$ cat config.mk
export PLATFORM = sky130hd
export DESIGN_NAME = prio_irq_ctl
export DESIGN_NICKNAME = d
export VERILOG_FILES = /design/src/rtl/prio_irq_pkg.sv /design/src/rtl/irq_prio_enc.sv /design/src/rtl/prio_irq_cwdec.sv /design/src/rtl/prio_irq_ctl.sv
export SDC_FILE = /design/constraint.sdc
export NUM_CORES = 1
export LEC_CHECK = 0
export ABC_CLOCK_PERIOD_IN_PS = 2740
export BUFFER_PORTS_ARGS = -buffer_cell sky130_fd_sc_hd__buf_2
export CORE_MARGIN = 2
export CORE_UTILIZATION = 55
export DETAILED_ROUTE_END_ITERATION = 12
export PLACE_DENSITY = 0.8
export SLEW_MARGIN = 20
export SYNTH_ARGS = -nofsm -noshare
export SYNTH_HDL_FRONTEND = slang
export SYNTH_HIERARCHICAL = 1
export SYNTH_SLANG_ARGS = --single-unit
$ cat constraint.sdc
create_clock -name clk -period 2.74 [get_ports clk]
set_input_delay 0.137 -clock clk [delete_from_list [all_inputs] [get_ports clk]]
set_output_delay 0.137 -clock clk [all_outputs]
set_load 0.005 [all_outputs]
$ cat src/rtl/prio_irq_pkg.sv
package prio_irq_pkg;
   localparam int LVL_W = 3;

   typedef enum logic [1:0] {
      CW_NONE,
      CW_EOI_ANY,
      CW_EOI_LVL,
      CW_CTRL
   } cw_kind_e;

   typedef struct packed {
      cw_kind_e           kind;
      logic [LVL_W-1:0]   lvl;
      logic               sel_wr;
      logic               sel_isr;
      logic               smm_wr;
      logic               smm_val;
      logic               poll;
   } cw_t;
endpackage

$ cat src/rtl/irq_prio_enc.sv
module irq_prio_enc #(
   parameter int N  = 8,
   parameter int IW = 3
) (
   input  logic [N-1:0]  vec,
   output logic [N-1:0]  onehot,
   output logic [N-1:0]  upto,
   output logic [IW-1:0] idx
);
   logic [N-1:0] below;

   generate
      if (N < 2 || N > (1 << IW)) begin : g_bad_width
         $error("irq_prio_enc: N out of range for IW");
      end
      for (genvar i = 0; i < N; i++) begin : g_chain
         if (i == 0) begin : g_first
            assign below[i] = 1'b0;
         end else begin : g_rest
            assign below[i] = below[i-1] | vec[i-1];
         end
      end
   endgenerate

   assign onehot = vec & ~below;
   assign upto   = below | vec;

   always_comb begin
      idx = '0;
      for (int i = 0; i < N; i++) begin
         if (onehot[i]) idx = idx | IW'(i);
      end
   end
endmodule

$ cat src/rtl/prio_irq_cwdec.sv
module prio_irq_cwdec
   import prio_irq_pkg::*;
#(
   parameter int DATA_W = 8
) (
   input  logic              wr_cmd,
   input  logic [DATA_W-1:0] wdata,
   output cw_t               cw
);
   generate
      if (DATA_W != 8) begin : g_bad_data
         $error("prio_irq_cwdec: DATA_W must be 8");
      end
   endgenerate

   always_comb begin
      cw      = '0;
      cw.kind = CW_NONE;
      if (wr_cmd) begin
         if (wdata[4:3] == 2'b01 && !wdata[7]) begin
            cw.kind    = CW_CTRL;
            cw.sel_wr  = wdata[1];
            cw.sel_isr = wdata[0];
            cw.smm_wr  = wdata[5];
            cw.smm_val = wdata[6];
            cw.poll    = wdata[2];
         end else if (wdata[4:3] == 2'b00 && wdata[5]) begin
            cw.kind = wdata[6] ? CW_EOI_LVL : CW_EOI_ANY;
            cw.lvl  = wdata[LVL_W-1:0];
         end
      end
   end
endmodule

$ cat src/rtl/prio_irq_ctl.sv
module prio_irq_ctl
   import prio_irq_pkg::*;
#(
   parameter int NUM_LEVELS = 8,
   parameter int DATA_W     = 8
) (
   input  logic                  clk,
   input  logic                  rst,
   input  logic [NUM_LEVELS-1:0] irq_req,
   input  logic                  cs,
   input  logic                  addr,
   input  logic                  rd,
   input  logic                  wr,
   input  logic [DATA_W-1:0]     wdata,
   output logic [DATA_W-1:0]     rdata,
   output logic                  irq_out
);
   localparam int N = NUM_LEVELS;

   generate
      if (N < 2 || N > (1 << LVL_W)) begin : g_bad_levels
         $error("prio_irq_ctl: NUM_LEVELS must be 2..8");
      end
      if (DATA_W < N) begin : g_bad_dw
         $error("prio_irq_ctl: DATA_W narrower than NUM_LEVELS");
      end
   endgenerate

   logic [N-1:0] irr, isr, mask;
   logic         sel_isr, smm, poll_armed;

   logic wr_cmd, wr_mask, rd_any, poll_ack;
   assign wr_cmd   = cs & wr & ~addr;
   assign wr_mask  = cs & wr & addr;
   assign rd_any   = cs & rd & ~wr;
   assign poll_ack = rd_any & poll_armed;

   cw_t cw;
   prio_irq_cwdec #(.DATA_W(DATA_W)) u_dec (
      .wr_cmd (wr_cmd),
      .wdata  (wdata),
      .cw     (cw)
   );

   logic [N-1:0]     isr_oh, isr_upto;
   logic [LVL_W-1:0] isr_top_idx;
   irq_prio_enc #(.N(N), .IW(LVL_W)) u_isr_enc (
      .vec    (isr),
      .onehot (isr_oh),
      .upto   (isr_upto),
      .idx    (isr_top_idx)
   );

   logic [N-1:0] allowed, eligible;
   assign allowed  = smm ? ~isr : ~isr_upto;
   assign eligible = irr & allowed;

   logic [N-1:0]     elig_oh, elig_upto;
   logic [LVL_W-1:0] elig_idx;
   irq_prio_enc #(.N(N), .IW(LVL_W)) u_elig_enc (
      .vec    (eligible),
      .onehot (elig_oh),
      .upto   (elig_upto),
      .idx    (elig_idx)
   );

   assign irq_out = elig_upto[N-1];

   logic [DATA_W-1:0] poll_word;
   always_comb begin
      poll_word = '0;
      if (irq_out) begin
         poll_word[DATA_W-1]  = 1'b1;
         poll_word[LVL_W-1:0] = elig_idx;
      end
   end

   always_comb begin
      if (!rd_any)         rdata = '0;
      else if (poll_armed) rdata = poll_word;
      else if (addr)       rdata = DATA_W'(mask);
      else if (sel_isr)    rdata = DATA_W'(isr);
      else                 rdata = DATA_W'(irr);
   end

   logic [N-1:0] lvl_oh, isr_nxt, ack_oh;
   assign lvl_oh = N'(1) << cw.lvl;
   assign ack_oh = (poll_ack && irq_out) ? elig_oh : '0;

   always_comb begin
      isr_nxt = isr | ack_oh;
      case (cw.kind)
         CW_EOI_ANY: isr_nxt = isr_nxt & ~isr_oh;
         CW_EOI_LVL: isr_nxt = isr_nxt & ~lvl_oh;
         default:    ;
      endcase
   end

   always_ff @(posedge clk) begin
      if (rst) begin
         irr        <= '0;
         isr        <= '0;
         mask       <= '0;
         sel_isr    <= 1'b0;
         smm        <= 1'b0;
         poll_armed <= 1'b0;
      end else begin
         irr <= irq_req & ~mask & ~ack_oh;
         isr <= isr_nxt;
         if (wr_mask) mask <= wdata[N-1:0];
         if (cw.kind == CW_CTRL) begin
            if (cw.sel_wr) sel_isr <= cw.sel_isr;
            if (cw.smm_wr) smm     <= cw.smm_val;
            poll_armed <= cw.poll;
         end else if (rd_any) begin
            poll_armed <= 1'b0;
         end
      end
   end

   // pending vector never holds a level masked on the prior cycle
   p_irr_masked_r2: assert property (@(posedge clk) disable iff (rst)
      (irr & $past(mask)) == '0);

   p_sel_kept_r3: assert property (@(posedge clk) disable iff (rst)
      (cw.kind == CW_CTRL && !cw.sel_wr) |=> $stable(sel_isr));

   p_poll_once_r4: assert property (@(posedge clk) disable iff (rst)
      rd_any |=> !poll_armed);

   p_ack_sets_isr_r5: assert property (@(posedge clk) disable iff (rst)
      (poll_ack && irq_out) |=> ((isr & $past(elig_oh)) == $past(elig_oh)));

   p_smm_kept_r7: assert property (@(posedge clk) disable iff (rst)
      (cw.kind == CW_CTRL && !cw.smm_wr) |=> $stable(smm));

   p_eoi_any_r9: assert property (@(posedge clk) disable iff (rst)
      (cw.kind == CW_EOI_ANY && isr_upto[N-1]) |=> !isr[$past(isr_top_idx)]);
endmodule

# After elaboration in Yosys (flattened, before gate mapping)
# Index checks and enable logic that the tools add are counted.
# op_classes
n_eq_ne,4
n_shift,1
n_mux,24
bitwise,38
n_reduce_logical,8
# op_table
cell,count
NOT 8 bit,8
bitwise AND 8 bit,7
2-to-1 mux 8 bit,6
bitwise OR 8 bit,3
2-to-1 mux 3 bit,6
one-hot mux 8 bit (2 select lines),1
bitwise OR 1 bit,12
2-to-1 mux 10 bit,1
2-to-1 mux 5 bit,2
2-to-1 mux 2 bit,4
left shift 1 x 3 -> 8 bit (first input constant),1
bitwise AND 1 bit,6
equality test 2 x 1 -> 1 bit (second input constant),2
equality test 2 bit (second input constant),2
2-to-1 mux 1 bit,4
AND reduction 2 bit,2
logical AND 1 bit,3
logical NOT 2 bit,1
NOT 1 bit,2
nonzero test 2 bit,1
logical NOT 1 bit,1
# word_totals
regBits,27
input_bits,22
output_inout_bits,9
elab_cells,81

# Depth between registers and ports, before layout
# Gate-level depths: netlist (run 1).
# depth
word_depth,28
ltp_mapped,11
ltp_nobuf,9

# By module
# Netlist (run 1), hierarchy kept.
# modules_own_cells
mod,n_inst,cells_each,area_per_inst_um2
prio_irq_ctl,1,168,1496.4
irq_prio_enc,2,32,191.4
prio_irq_cwdec,1,18,122.6

# Worst setup path after synthesis (run 1)
# No wires, ideal clock.
# synth_timing
kind,register to output
from,register isr[0]
to,output port rdata[1]
arrival_ps,2265
required_time_ps,2603
setup_slack_ps,338
path_stages_with_launch,11
n_path_buf,2
cell_sequence,dfxtp_1 or2_2 mux2i_1 and2_1 nor4_4 nand3_1 and2_1 buf_2 and2_1 buf_6 o2bb2ai_1
# synth_via
elab_cells_between_ends,29
cone_classes,mux (10); bitwise (19)
# synth_rtl
item,line,text
"start, declared",prio_irq_ctl.sv:29,"logic [N-1:0] irr, isr, mask;"
"start signal, assigned",prio_irq_ctl.sv:109,isr <= isr_nxt;
bitwise OR 8 bit,irq_prio_enc.sv:26,assign upto = below | vec;
named net isr_upto[1],prio_irq_ctl.sv:45,"logic [N-1:0] isr_oh, isr_upto;"
NOT 8 bit,prio_irq_ctl.sv:55,assign allowed = smm ? ~isr : ~isr_upto;
2-to-1 mux 8 bit,prio_irq_ctl.sv:55,
bitwise AND 8 bit,prio_irq_ctl.sv:56,assign eligible = irr & allowed;
named net eligible[1],prio_irq_ctl.sv:54,"logic [N-1:0] allowed, eligible;"
bitwise OR 1 bit (6 in a row),irq_prio_enc.sv:20,assign below[i] = below[i-1] | vec[i-1];
bitwise OR 8 bit,irq_prio_enc.sv:26,
named net irq_out,prio_irq_ctl.sv:16,output logic irq_out
2-to-1 mux 3 bit,prio_irq_ctl.sv:72,if (irq_out) begin
2-to-1 mux 8 bit,prio_irq_ctl.sv:80,else if (poll_armed) rdata = poll_word;
2-to-1 mux 8 bit,prio_irq_ctl.sv:79,if (!rd_any) rdata = '0;
"end, declared",prio_irq_ctl.sv:15,"output logic [DATA_W-1:0] rdata,"
# The timed path passes the listed nets, and every way through them passes these cells.

# Final worst setup path (run 1)
# layout_timing
from,register isr[1]
to,output port rdata[1]
# layout_via
elab_chain_cells,16
elab_cells_between_ends,31
cone_classes,mux (12); bitwise (19)
# layout_lines
item,line,text
bitwise OR 1 bit * (5 in a row),irq_prio_enc.sv:20,
bitwise OR 8 bit *,irq_prio_enc.sv:26,
named net isr_upto[6],prio_irq_ctl.sv:45,
NOT 8 bit *,prio_irq_ctl.sv:55,
2-to-1 mux 8 bit *,prio_irq_ctl.sv:55,
bitwise AND 8 bit *,prio_irq_ctl.sv:56,
named net eligible[6],prio_irq_ctl.sv:54,
bitwise OR 1 bit,irq_prio_enc.sv:20,
NOT 8 bit,irq_prio_enc.sv:25,assign onehot = vec & ~below;
bitwise AND 8 bit,irq_prio_enc.sv:25,
2-to-1 mux 3 bit,irq_prio_enc.sv:31,if (onehot[i]) idx = idx | IW'(i);
2-to-1 mux 3 bit *,prio_irq_ctl.sv:72,
2-to-1 mux 8 bit *,prio_irq_ctl.sv:80,
2-to-1 mux 8 bit *,prio_irq_ctl.sv:79,
# Mark *: on every way through the listed nets, which the timed path passes. The rest lies on a longest branch.

==> qor.txt, run 1 <==
CTS Buffer Depth: 2
Post-DR vias/cell: 5.58
Peak VDD IR: 0.000293 V
Setup TNS: 0 ps
Vias in the first global route: 1618
Filler cells: 315
Antenna violations before repair: 0
R2R setup slack: 400 ps
Placed cell count: 309
Crit share post-route: 92.4%
Post-route clock skew: 2.39 ps
Die footprint: 4030 um2
CORE AREA: 3360 um2
TritonCTS clock tree: done
Total Power: 0.730 mW
RR Startpoint: isr[1]
RSZ-0062 raised after global routing: false
Worst-margin pin slew: 590 ps
Nets@finish: 300
Clk root buf: clkbuf_4
First-pass GRT wire length: 7560 um
Max-Cap Viols: 0
Fmax: 395 MHz
Minimum clock period: 2530 ps
R2R cell count: 11
Synth Warn #: 6
Count of final setup violators: 0
WP data required: 2600 ps
DRC viols: 0
Worst Path Arrival: 2400 ps
Fin area: 2220 um2
WHS Path Cells: 3
Share of cells above drive strength 1: 27.3%
Final-report max-slew violation count: 0
Worst slew margin: 60.5%
PwrDens: 329 nW/um2
Tightest Hold Check Type: input port to flip-flop
LEAKAGE: 0.953 nW
Initial Util: 57.9%
CP startpoint kind: flip-flop
RR Endpoint: isr[1]
Average size of a mapped cell: 8.05 um2
Cell area after placement: 2100 um2
Final Hold Fails: 0
Hold path startpoint: irq_req[0]
Gate Count Post-Synth: 242
DR vias: 1792
DP Wirelength: 3500 um
1st-pass router iterations: 4
Antenna cells: 0
ANT nets after route: 0
Worst setup EP type: primary output
Reg clk slew, reported paths: 160 ps
Synthesized area: 1950 um2
Die width: 63.5 um
Worst Setup Slack, final: 208 ps
Largest net degree at the start of global routing: 28
Fin cells: 321
WL/cell: 14.7 um
GPL Wtd Cong: 0.896
# IOs: 31
CTS buffer count: 3
Die H: 63.5 um
Area Overhead vs Synth: 13.9%
Row Count: 21
Total GRT Usage: 23.7%
Post-Route WL: 4720 um
Clk_lat worst skew: 330 ps
Hold EP: irr[0]
Post-Syn Nets: 266
Clock sinks: 27
CP Max Fanout: 9
H-tree Lvls: 1
Outcome: complete, no violations
Overflow left after global routing: 0
Crit Path Category: flip-flop to primary output
Detailed Route Iter0 Violations: 159
Dpl ws: 351 ps
PortBufs: 30
critical path: stages, from the launching register on:
cell	delay, ps
dfxtp_2	390
nor4_4	300
buf_4	190
nand3_2	70
mux2i_1	110
and2_1	200
nor2_1	100
nand3_1	100
and2_1	150
and2_4	200
o2bb2ai_1	120
buf_2	130
layer usage:
metal | vias up | global-route usage [%] | wire (um)
met5 | - | 0 | 0
met3 | 6 | 4.29 | 294
met4 | 0 | 6.52 | 65
met2 | 63 | 41.1 | 2250
li1 | 900 | - | -
met1 | 823 | 29.9 | 2100
where the power goes:
| group | internal, mW | leakage (nW) | switching, mW |
|---|---|---|---|
| sequential | 0.404 | 0.223 | 0.00733 |
| combinational | 0.0610 | 0.717 | 0.0743 |
| clock | 0.0559 | 0.0139 | 0.128 |
| total | 0.521 | 0.953 | 0.209 |
timing repair:
item                       CTS  global route
hold buffers                 6             0
pin swaps                    1             0
hold endpoints to repair     6             0
setup endpoints to repair    4             4
buffers inserted             2             0
resized for setup            0             9
layout make-up:
class / count / area, um2 / area share (%)
clock buffer: 3 / 22.5 / 1.02
multi-input combinational: 187 / 1280 / 57.5
timing repair buffer: 41 / 248 / 11.2
inverter: 16 / 60.1 / 2.71
sequential: 27 / 547 / 24.6
tap: 46 / 57.6 / 2.59
clock inverter: 1 / 7.51 / 0.338
state kept, by name, summed over array words and instances, names as in the netlist:
signal      flops
sel_isr         1
smm             1
isr             8
poll_armed      1
irr             8
mask            8
per-stage QoR:
stage,hold WS (ps),utilization [%]
4_1_cts,6.16,65.6
3_5_place_dp,362,62.5
3_3_place_gp,360,62.5
2_1_floorplan,253,-
6_report,13.8,66.0
5_1_grt,14.7,66.0
worst max-delay path by stage:
stage,end,start,depth (start not counted),slack (ps)
4_1_cts,rdata[7],isr[0],11,20
5_1_grt,rdata[1],isr[1],11,2
6_report,rdata[1],isr[1],11,210
3_5_place_dp,isr[4],isr[0],10,350
2_1_floorplan,rdata[1],isr[0],10,390
3_3_place_gp,rdata[7],isr[1],10,430
cells in the final DEF, fill, tap and decap left out, types with 3 or more instances in the layout:
master / count
nor2_1: 44
buf_2: 30
mux2i_1: 24
dfxtp_1: 22
nand2_1: 15
and2_1: 14
inv_1: 14
a21oi_1: 12
mux2_2: 8
a31oi_1: 8
nand2b_1: 6
a2111oi_1: 6
dlygate4sd3_1: 6
nand3_1: 5
dfxtp_2: 5
buf_4: 5
o2bb2ai_1: 3
nor3_1: 3
nand3_2: 3
clkbuf_4: 3
and3_1: 3
(Power assumes the default switching activity.)
==> inputs of run 2 (changes only) <==
Settings changed: RECOVER_POWER set to 25.
==> run 2 against run 1 <==
Effect of this change: core utilization down 0.19 points; largest power group unchanged; sequential cell count unchanged; largest cell class unchanged; global-route usage did not move.
==> qor.txt, run 2 (synthesis results as in run 1) <==
Hold EP: irr[0]
Most frequent cells in the layout: 44 x nor2_1, 29 x buf_2, 24 x mux2i_1
Post-Route WL: 4740 um (+0.36%)
PwrDens: 330 nW/um2 (+0.30%)
Fmax: 394 MHz (-0.30%)
Overflow left after global routing: 0 (unchanged)
Worst setup EP type: primary output
CTS Buffer Depth: 2 (unchanged)
Die footprint: 4030 um2 (unchanged)
Vias in the first global route: 1618 (unchanged)
Antenna cells: 0 (unchanged)
Max-Cap Viols: 0 (unchanged)
CP Max Fanout: 9 (unchanged)
LEAKAGE: 0.950 nW (-0.40%)
Post-DR vias/cell: 5.58 (unchanged)
Seq pwr share: 56.3% (about the same)
WP data required: 2600 ps (about the same)
Peak VDD IR: 0.000292 V (-0.19%)
WL/cell: 14.8 um (+0.36%)
Clk root buf: clkbuf_4
Row Count: 21 (unchanged)
TritonCTS clock tree: done
Busiest grt layer: met2
Switching Share: 28.7% (about the same)
Final Hold Fails: 0 (unchanged)
Met2 Use GR: 41.1% (unchanged)
Total GRT Usage: 23.7% (unchanged)
Setup TNS: 0 ps (unchanged)
CORE AREA: 3360 um2 (unchanged)
Hold path startpoint: irq_req[0]
Clk pwr share: 25.2% (about the same)
Die H: 63.5 um (unchanged)
Most common cell after layout, fill and taps aside: nor2_1
Worst Path Arrival: 2400 ps (about the same)
Final-report max-slew violation count: 0 (unchanged)
Count of final setup violators: 0 (unchanged)
Clock sinks: 27 (unchanged)
Crit Path Category: flip-flop to primary output
First-pass GRT wire length: 7560 um (unchanged)
Post-route clock skew: 3.37 ps (+0.983 ps)
Detailed Route Iter0 Violations: 158 (-0.63%)
Nets@finish: 300 (unchanged)
Sw power: 0.210 mW (+0.11%)
Share of cells above drive strength 1: 26.5% (-0.73 points)
CTS buffer count: 3 (unchanged)
Clk_lat worst skew: 330 ps (about the same)
Total Power: 0.730 mW (about the same)
RSZ-0062 raised after global routing: false
Cell area after placement: 2100 um2 (unchanged)
Tightest Hold Check Type: input port to flip-flop
Fin cells: 321 (unchanged)
Die width: 63.5 um (unchanged)
Met1 usage: 29.9% (unchanged)
CP startpoint kind: flip-flop
DP Wirelength: 3500 um (unchanged)
WHS Path Cells: 3 (unchanged)
Area Overhead vs Synth: 13.6%
GPL Wtd Cong: 0.896 (unchanged)
Largest net degree at the start of global routing: 28 (unchanged)
DR vias: 1792 (unchanged)
H-tree Lvls: 1 (unchanged)
Antenna violations before repair: 0 (unchanged)
Reg clk slew, reported paths: 160 ps (about the same)
Outcome: complete, no violations
R2R cell count: 11 (unchanged)
R2R setup slack: 390 ps (about the same)
Crit share post-route: 92.7% (+0.28 points)
Logic pwr share: 18.5% (about the same)
Worst-margin pin slew: 715 ps (+125 ps)
DRC viols: 0 (unchanged)
Minimum clock period: 2540 ps (+7.61 ps)
RR Startpoint: isr[1]
Final hold slack: 12.1 ps (-1.69 ps)
PortBufs: 30 (unchanged)
# IOs: 31 (unchanged)
Worst slew margin: 52.3% (-8.2 points)
Placed cell count: 309 (unchanged)
Met3 Use GR: 4.29% (unchanged)
RR Endpoint: isr[1]
Fin area: 2210 um2 (-0.28%)
ANT nets after route: 0 (unchanged)
P_int: 0.520 mW (about the same)
Biggest regs: irr: 8 flops, isr: 8 flops, mask: 8 flops
Initial Util: 57.9% (unchanged)
1st-pass router iterations: 6 (+2)
==> run 2: changes by cell type in the layout (fill, tap and decap cells not counted), sizes merged <==
cell,previous run,this run
buf,35,34
clkbuf,3,4
==> run 2: layout make-up <==
type | instances | area, um2
Sequential cell | 27 | 547
Multi-Input combinational cell | 187 | 1270
Timing Repair Buffer | 41 | 246
Fill cell | 317 | 1150
Inverter | 16 | 60.1
Clock buffer | 3 | 22.5
Tap cell | 46 | 57.6
Clock inverter | 1 | 7.51
==> run 2: layer usage <==
layer	share of wire, %	routed length [um]
met5	0	0
met4	1.1	52
met2	47	2240
met3	6.7	317
met1	45	2120
==> run 2: through the flow <==
step / utilization, % / setup slack, ps
after global placement: 62.5 / 426
after detailed placement: 62.5 / 351
after global routing: 65.8 / 2.34
final: 65.8 / 200
after CTS: 65.6 / 16.1
after floorplan: - / 385
==> run 2: worst max-delay path by stage <==
stage	startpoint	to	slack (ps)	cells past startpoint
after detailed placement	isr[0]	isr[4]	350	10
after CTS	isr[0]	rdata[7]	20	11
after global routing	isr[1]	rdata[1]	2	11
final	isr[1]	rdata[1]	200	11
after floorplan	isr[0]	rdata[1]	390	10
after global placement	isr[1]	rdata[7]	430	10
==> run 2: power groups by stage <==
stage               logic (mW)  clock network, mW  registers [mW]
finish                   0.135              0.184           0.411
global route             0.148              0.202           0.412
CTS                      0.132              0.192           0.411
detailed placement       0.125                  0           0.419
global placement         0.124                  0           0.419
floorplan               0.0886                  0           0.416
==> run 2: what timing repair did <==
item / 4_1_cts / 5_1_grt
endpoints found under the hold margin: 6 / 0
pin swaps: 1 / 0
hold buffers: 6 / 0
setup buffers: 2 / 0
gates resized for setup: 0 / 9
setup endpoints to repair: 4 / 4
==> run 2: worst max-delay path: stages (launching register included) <==
cell	delay [ps]
dfxtp_2	390
nor4_4	300
buf_4	190
nand3_2	70
mux2i_1	110
and2_1	200
nor2_1	100
nand3_1	110
and2_1	150
and2_4	200
o2bb2ai_1	120
buf_2	130
